**config.mk**
```make
export PLATFORM = sky130hd
export DESIGN_NAME = uart_lpbk_mirror
export DESIGN_NICKNAME = d
export VERILOG_FILES = /design/src/rtl/uart_lpbk_pkg.sv /design/src/rtl/lpbk_modem_mirror.sv /design/src/rtl/lpbk_brk_edge.sv /design/src/rtl/lpbk_rx_arb.sv /design/src/rtl/uart_lpbk_mirror.sv
export SDC_FILE = /design/constraint.sdc
export NUM_CORES = 1
export LEC_CHECK = 0
export ABC_CLOCK_PERIOD_IN_PS = 2500
export CORE_UTILIZATION = 41
export DETAILED_ROUTE_END_ITERATION = 10
export PLACE_DENSITY_LB_ADDON = 0.12
export SLEW_MARGIN = 40
export SYNTH_ARGS = -nofsm -noshare
export SYNTH_HDL_FRONTEND = slang
export SYNTH_HIERARCHICAL = 1
export SYNTH_SLANG_ARGS = --single-unit
```
**constraint.sdc**
```tcl
create_clock -name clk -period 2.5 [get_ports clk]
set_input_delay 0.5 -clock clk [delete_from_list [all_inputs] [get_ports clk]]
set_output_delay 0.5 -clock clk [all_outputs]
set_load 0.01 [all_outputs]
```
**src/rtl/uart_lpbk_pkg.sv**
```systemverilog
package uart_lpbk_pkg;

  // Modem status vector, bit 3 down to bit 0: ri, cts, dcd, dsr
  typedef struct packed {
    logic ri;
    logic cts;
    logic dcd;
    logic dsr;
  } mdm_t;

  localparam int unsigned MDM_W = $bits(mdm_t);

  // Fixed cross-wiring of control outputs onto status inputs
  function automatic mdm_t loop_map(logic dtr, logic rts, logic out1, logic out2);
    mdm_t f;
    f.ri  = out2;
    f.cts = rts;
    f.dcd = out1;
    f.dsr = dtr;
    return f;
  endfunction

  function automatic mdm_t pin_pack(logic ri, logic dcd, logic cts, logic dsr);
    mdm_t f;
    f.ri  = ri;
    f.cts = cts;
    f.dcd = dcd;
    f.dsr = dsr;
    return f;
  endfunction

  // Interrupt rebuild: every modem bit is cleared, then the asserted flags are set again
  function automatic logic [MDM_W-1:0] irq_clr_mask(logic upd);
    return upd ? {MDM_W{1'b1}} : '0;
  endfunction

  function automatic logic [MDM_W-1:0] irq_set_mask(logic upd, mdm_t f);
    return upd ? f : '0;
  endfunction

  // Break-marked receive character: all-zero data
  function automatic logic [63:0] brk_char();
    return '0;
  endfunction

endpackage

```
**src/rtl/lpbk_modem_mirror.sv**
```systemverilog
module lpbk_modem_mirror
  import uart_lpbk_pkg::*;
(
  input  logic             clk,
  input  logic             rst_n,
  input  logic             ctl_wr,
  input  logic             ctl_lpbk,
  input  logic             ctl_dtr,
  input  logic             ctl_rts,
  input  logic             ctl_out1,
  input  logic             ctl_out2,
  input  mdm_t             pins,
  output logic             lpbk_q,
  output logic             mirror_evt,
  output mdm_t             flags_q,
  output logic             upd_q,
  output logic [MDM_W-1:0] clr_q,
  output logic [MDM_W-1:0] set_q
);

  logic lpbk_nxt;
  mdm_t mapped;
  mdm_t flags_d;

  assign lpbk_nxt   = ctl_wr ? ctl_lpbk : lpbk_q;
  assign mirror_evt = ctl_wr & ctl_lpbk;
  assign mapped     = loop_map(ctl_dtr, ctl_rts, ctl_out1, ctl_out2);

  always_comb begin
    if (mirror_evt)    flags_d = mapped;
    else if (lpbk_nxt) flags_d = flags_q;
    else               flags_d = pins;
  end

  always_ff @(posedge clk or negedge rst_n) begin
    if (!rst_n) lpbk_q <= 1'b0;
    else        lpbk_q <= lpbk_nxt;
  end

  // One flop per status bit
  for (genvar i = 0; i < MDM_W; i++) begin : g_flag
    always_ff @(posedge clk or negedge rst_n) begin
      if (!rst_n) flags_q[i] <= 1'b0;
      else        flags_q[i] <= flags_d[i];
    end
  end

  always_ff @(posedge clk or negedge rst_n) begin
    if (!rst_n) begin
      upd_q <= 1'b0;
      clr_q <= '0;
      set_q <= '0;
    end else begin
      upd_q <= mirror_evt;
      clr_q <= irq_clr_mask(mirror_evt);
      set_q <= irq_set_mask(mirror_evt, mapped);
    end
  end

endmodule

```
**src/rtl/lpbk_brk_edge.sv**
```systemverilog
module lpbk_brk_edge (
  input  logic clk,
  input  logic rst_n,
  input  logic lcr_wr,
  input  logic lcr_brk,
  input  logic lpbk_q,
  output logic brk_rise,
  output logic lb_brk_req
);

  logic brk_q;

  assign brk_rise   = lcr_wr & lcr_brk & ~brk_q;
  assign lb_brk_req = brk_rise & lpbk_q;

  always_ff @(posedge clk or negedge rst_n) begin
    if (!rst_n)      brk_q <= 1'b0;
    else if (lcr_wr) brk_q <= lcr_brk;
  end

endmodule

```
**src/rtl/lpbk_rx_arb.sv**
```systemverilog
module lpbk_rx_arb
  import uart_lpbk_pkg::*;
#(
  parameter int unsigned DATA_W = 8
) (
  input  logic              clk,
  input  logic              rst_n,
  input  logic              lpbk_q,
  input  logic              tx_wr,
  input  logic [DATA_W-1:0] tx_data,
  input  logic              ext_vld,
  input  logic [DATA_W-1:0] ext_data,
  input  logic              ext_brk,
  input  logic              lb_brk_req,
  output logic              chr_v,
  output logic              brk_want,
  output logic              pend_q,
  output logic              push_q,
  output logic [DATA_W-1:0] push_data_q,
  output logic              push_brk_q
);

  localparam logic [DATA_W-1:0] BRK_DATA = brk_char()[DATA_W-1:0];

  logic [DATA_W-1:0] chr;
  logic              brk_new;

  // Source selection follows the mode in effect this cycle
  assign chr_v    = lpbk_q ? tx_wr   : ext_vld;
  assign chr      = lpbk_q ? tx_data : ext_data;
  assign brk_new  = lb_brk_req | (ext_brk & ~lpbk_q);
  assign brk_want = brk_new | pend_q;

  always_ff @(posedge clk or negedge rst_n) begin
    if (!rst_n) begin
      pend_q      <= 1'b0;
      push_q      <= 1'b0;
      push_data_q <= '0;
      push_brk_q  <= 1'b0;
    end else begin
      push_q <= chr_v | brk_want;
      if (chr_v) begin
        push_data_q <= chr;
        push_brk_q  <= 1'b0;
        pend_q      <= brk_want;
      end else if (brk_want) begin
        push_data_q <= BRK_DATA;
        push_brk_q  <= 1'b1;
        pend_q      <= 1'b0;
      end else begin
        push_brk_q  <= 1'b0;
      end
    end
  end

endmodule

```
**src/rtl/uart_lpbk_mirror.sv**
```systemverilog
module uart_lpbk_mirror
  import uart_lpbk_pkg::*;
#(
  parameter int unsigned DATA_W = 8
) (
  input  logic              clk,
  input  logic              rst_n,
  input  logic              ctl_wr,
  input  logic              ctl_lpbk,
  input  logic              ctl_dtr,
  input  logic              ctl_rts,
  input  logic              ctl_out1,
  input  logic              ctl_out2,
  input  logic              lcr_wr,
  input  logic              lcr_brk,
  input  logic              tx_wr,
  input  logic [DATA_W-1:0] tx_data,
  input  logic              ext_rx_vld,
  input  logic [DATA_W-1:0] ext_rx_data,
  input  logic              ext_brk_evt,
  input  logic              mdm_pin_ri,
  input  logic              mdm_pin_dcd,
  input  logic              mdm_pin_cts,
  input  logic              mdm_pin_dsr,
  output logic              fl_ri,
  output logic              fl_dcd,
  output logic              fl_cts,
  output logic              fl_dsr,
  output logic              ms_upd,
  output logic [3:0]        ms_clr,
  output logic [3:0]        ms_set,
  output logic              rx_push,
  output logic [DATA_W-1:0] rx_push_data,
  output logic              rx_push_brk
);

  mdm_t pins;
  mdm_t flags_q;
  logic lpbk_q;
  logic mirror_evt;
  logic brk_rise;
  logic lb_brk_req;
  logic chr_v;
  logic brk_want;
  logic pend_q;

  assign pins = pin_pack(mdm_pin_ri, mdm_pin_dcd, mdm_pin_cts, mdm_pin_dsr);

  lpbk_modem_mirror u_mirror (
    .clk        (clk),
    .rst_n      (rst_n),
    .ctl_wr     (ctl_wr),
    .ctl_lpbk   (ctl_lpbk),
    .ctl_dtr    (ctl_dtr),
    .ctl_rts    (ctl_rts),
    .ctl_out1   (ctl_out1),
    .ctl_out2   (ctl_out2),
    .pins       (pins),
    .lpbk_q     (lpbk_q),
    .mirror_evt (mirror_evt),
    .flags_q    (flags_q),
    .upd_q      (ms_upd),
    .clr_q      (ms_clr),
    .set_q      (ms_set)
  );

  lpbk_brk_edge u_brk (
    .clk        (clk),
    .rst_n      (rst_n),
    .lcr_wr     (lcr_wr),
    .lcr_brk    (lcr_brk),
    .lpbk_q     (lpbk_q),
    .brk_rise   (brk_rise),
    .lb_brk_req (lb_brk_req)
  );

  lpbk_rx_arb #(.DATA_W(DATA_W)) u_arb (
    .clk         (clk),
    .rst_n       (rst_n),
    .lpbk_q      (lpbk_q),
    .tx_wr       (tx_wr),
    .tx_data     (tx_data),
    .ext_vld     (ext_rx_vld),
    .ext_data    (ext_rx_data),
    .ext_brk     (ext_brk_evt),
    .lb_brk_req  (lb_brk_req),
    .chr_v       (chr_v),
    .brk_want    (brk_want),
    .pend_q      (pend_q),
    .push_q      (rx_push),
    .push_data_q (rx_push_data),
    .push_brk_q  (rx_push_brk)
  );

  assign fl_ri  = flags_q.ri;
  assign fl_dcd = flags_q.dcd;
  assign fl_cts = flags_q.cts;
  assign fl_dsr = flags_q.dsr;

endmodule

```
==> metrics <==
io pins between 50 and 60; routability cong. 0.6937; DRC violations left 0; # setup viols final 0; post-CTS setup buffers 0; Die X 52.00 µm; CTS Buf Count 3; Worst Hold Class primary input to asynchronous set/reset pin; Worst Max-Slew Pin Slew around 0.64 ns; Worst EP required between 2 and 3 ns; worst setup margin between 0.6 and 0.7 ns; FMAX between 0.5 and 0.6 GHz; global-route wire length before repair approximately 3.7 mm; GRT Total Usage between 10% and 20%; Startpoint Class register; via count between 800 and 900; Filler cells 175; Reg clk slew, reported paths 0.11 ns; max layer used met4; post_cts resized 0; CTS sink count 22; Max Root-Sink Buffers 2; post-layout net count 163; row cnt 17; Root Buffer clkbuf_4; ratio of cells with drive above 1 in the final layout between 10% and 20%; Seq. cell area between 500 and 600 µm²; total negative slack 0 ns; total wire length roughly 2.3 mm; area of the multi-input gates about 400 µm²; Routed Antenna Nets 0; Final Hold Viols 0; Core Box Area 2276 µm²; pre-CTS setup slack around 0.39 ns; Worst Skew around 0.002 ns; RSZ-0062 raised after global routing no; HPWL after DPL 1.770 mm; CTS Hold Bufs 0; met2 WL 1.250 mm; Yosys warning count 6; Post-Route M1 WL around 970 µm; Syn Inst Count slightly below 80; routed wire length per instance roughly 15 µm; die area between 2000 and 3000 µm²; critical path fanouts, max 19; largest net degree at the start of global routing 23; Slew Viols, Final 0; CTS tree yes; starting density of the core a little under half; maximum vdd drop between 0.5 and 0.6 mV; grt ovf 0; die extent in y 52.00 µm; post-synth net total between 100 and 150; status finished, final reports clean; Via density between 5 and 6; Port Buffers 55; ANT cells 0; syn avg cell area between 10 and 15 µm²; CP endpoint kind register; Area growth syn-to-layout 54.82%; Reg2Reg Setup Slack between 0.6 and 0.7 ns; period utilisation layout between 70% and 80%; number of global-route vias before repair between 800 and 900; WS Path Type register to register; max_slew headroom a little under three fifths; initial antenna violation count 0; number of H-tree levels 1; CP arrival between 2 and 2.5 ns; First-pass DRT Iterations 4; Mapped Area 1025 µm²; Max Cap Viol 0; Leak between 0.7 and 0.8 nW; Worst-Skew Late Latency around 0.3 ns; WL met3 between 100 and 150 µm; number of DRC markers in iteration 0 7; PwrDens 539.6 nW/µm²; post-route minimum period approximately 1.9 ns
==> cells in the final DEF (no fill, tap or decap) <==
cell,count
clkdlybuf4s50_1,55
clkbuf_4,3
and4b_1,1
a21oi_1,1
a211oi_1,1
buf_4,1
a211oi_4,1
a221o_1,8
and3_1,8
mux2i_1,12
or3_4,1
or2b_1,1
and2b_2,1
and2_2,1
dfrtp_1,22
inv_1,3
clkbuf_8,1
mux2_4,2
and3_2,4
nor2_1,2
==> critical path, cell delays in order, from the launching register on <==
cell and delay, ns:
dfrtp_1 0.64, or3_4 0.49, a211oi_4 0.46, a221o_1 0.23
==> through the flow <==
stage          std cells  instance area [µm²]  hold WS, ns  total power, mW  utilization, %
2_1_floorplan         78                 1025       0.2044           0.5283               -
3_3_place_gp         153                 1550       0.4907           0.6649           68.11
3_5_place_dp         153                 1550       0.5046           0.6748           68.11
4_1_cts              157                 1587       0.5324           0.8646           69.71
5_1_grt              157                 1587       0.5366           0.9031           69.71
6_report             157                 1587       0.5292           0.8561           69.71
==> metal layers <==
metal | vias up | track usage, %
li1 | 384 | -
met1 | 396 | 23.18
met2 | 26 | 33.55
met3 | 2 | 5.263
met4 | 0 | 4.054
met5 | - | 0
==> power by group <==
part | internal (mW) | switching [mW] | total, mW
logic | 0.154 | 0.0868 | 0.241
clock network | 0.0888 | 0.100 | 0.189
registers | 0.395 | 0.0319 | 0.427
total | 0.637 | 0.219 | 0.856
==> cell type report <==
type,count,share of cell area [%]
sequential,22,34.70
inverter,3,0.7098
multi-input combinational,44,24.92
timing repair buffer,56,35.17
tap,28,2.208
clock buffer,4,2.287
==> path summary, 6_finish.rpt <==
path,startpoint,endpoint,depth (start not counted)
setup / recovery,u_mirror/lpbk_q$_DFF_PN0_,u_arb/push_data_q[6]$_DFFE_PN0P_,3
hold / removal,rst_n,u_arb/push_data_q[5]$_DFFE_PN0P_,2
setup reg to reg,u_mirror/lpbk_q$_DFF_PN0_,u_arb/push_data_q[6]$_DFFE_PN0P_,3
hold reg to reg,u_arb/push_data_q[5]$_DFFE_PN0P_,u_arb/push_data_q[5]$_DFFE_PN0P_,1
max in group asynchronous,rst_n,u_mirror/set_q[1]$_DFF_PN0_,2
min in group clk,u_arb/push_data_q[5]$_DFFE_PN0P_,u_arb/push_data_q[5]$_DFFE_PN0P_,1
==> state kept, by name (all words and copies together) (netlist names) <==
name,flops
u_arb/push_q,1
u_arb/pend_q,1
u_arb/push_brk_q,1
u_mirror/clr_q,1
u_mirror/lpbk_q,1
u_brk/brk_q,1
u_mirror/set_q,4
u_mirror/flags_q,4
u_arb/push_data_q,8
No activity file was read; power rests on OpenSTA's default activity.
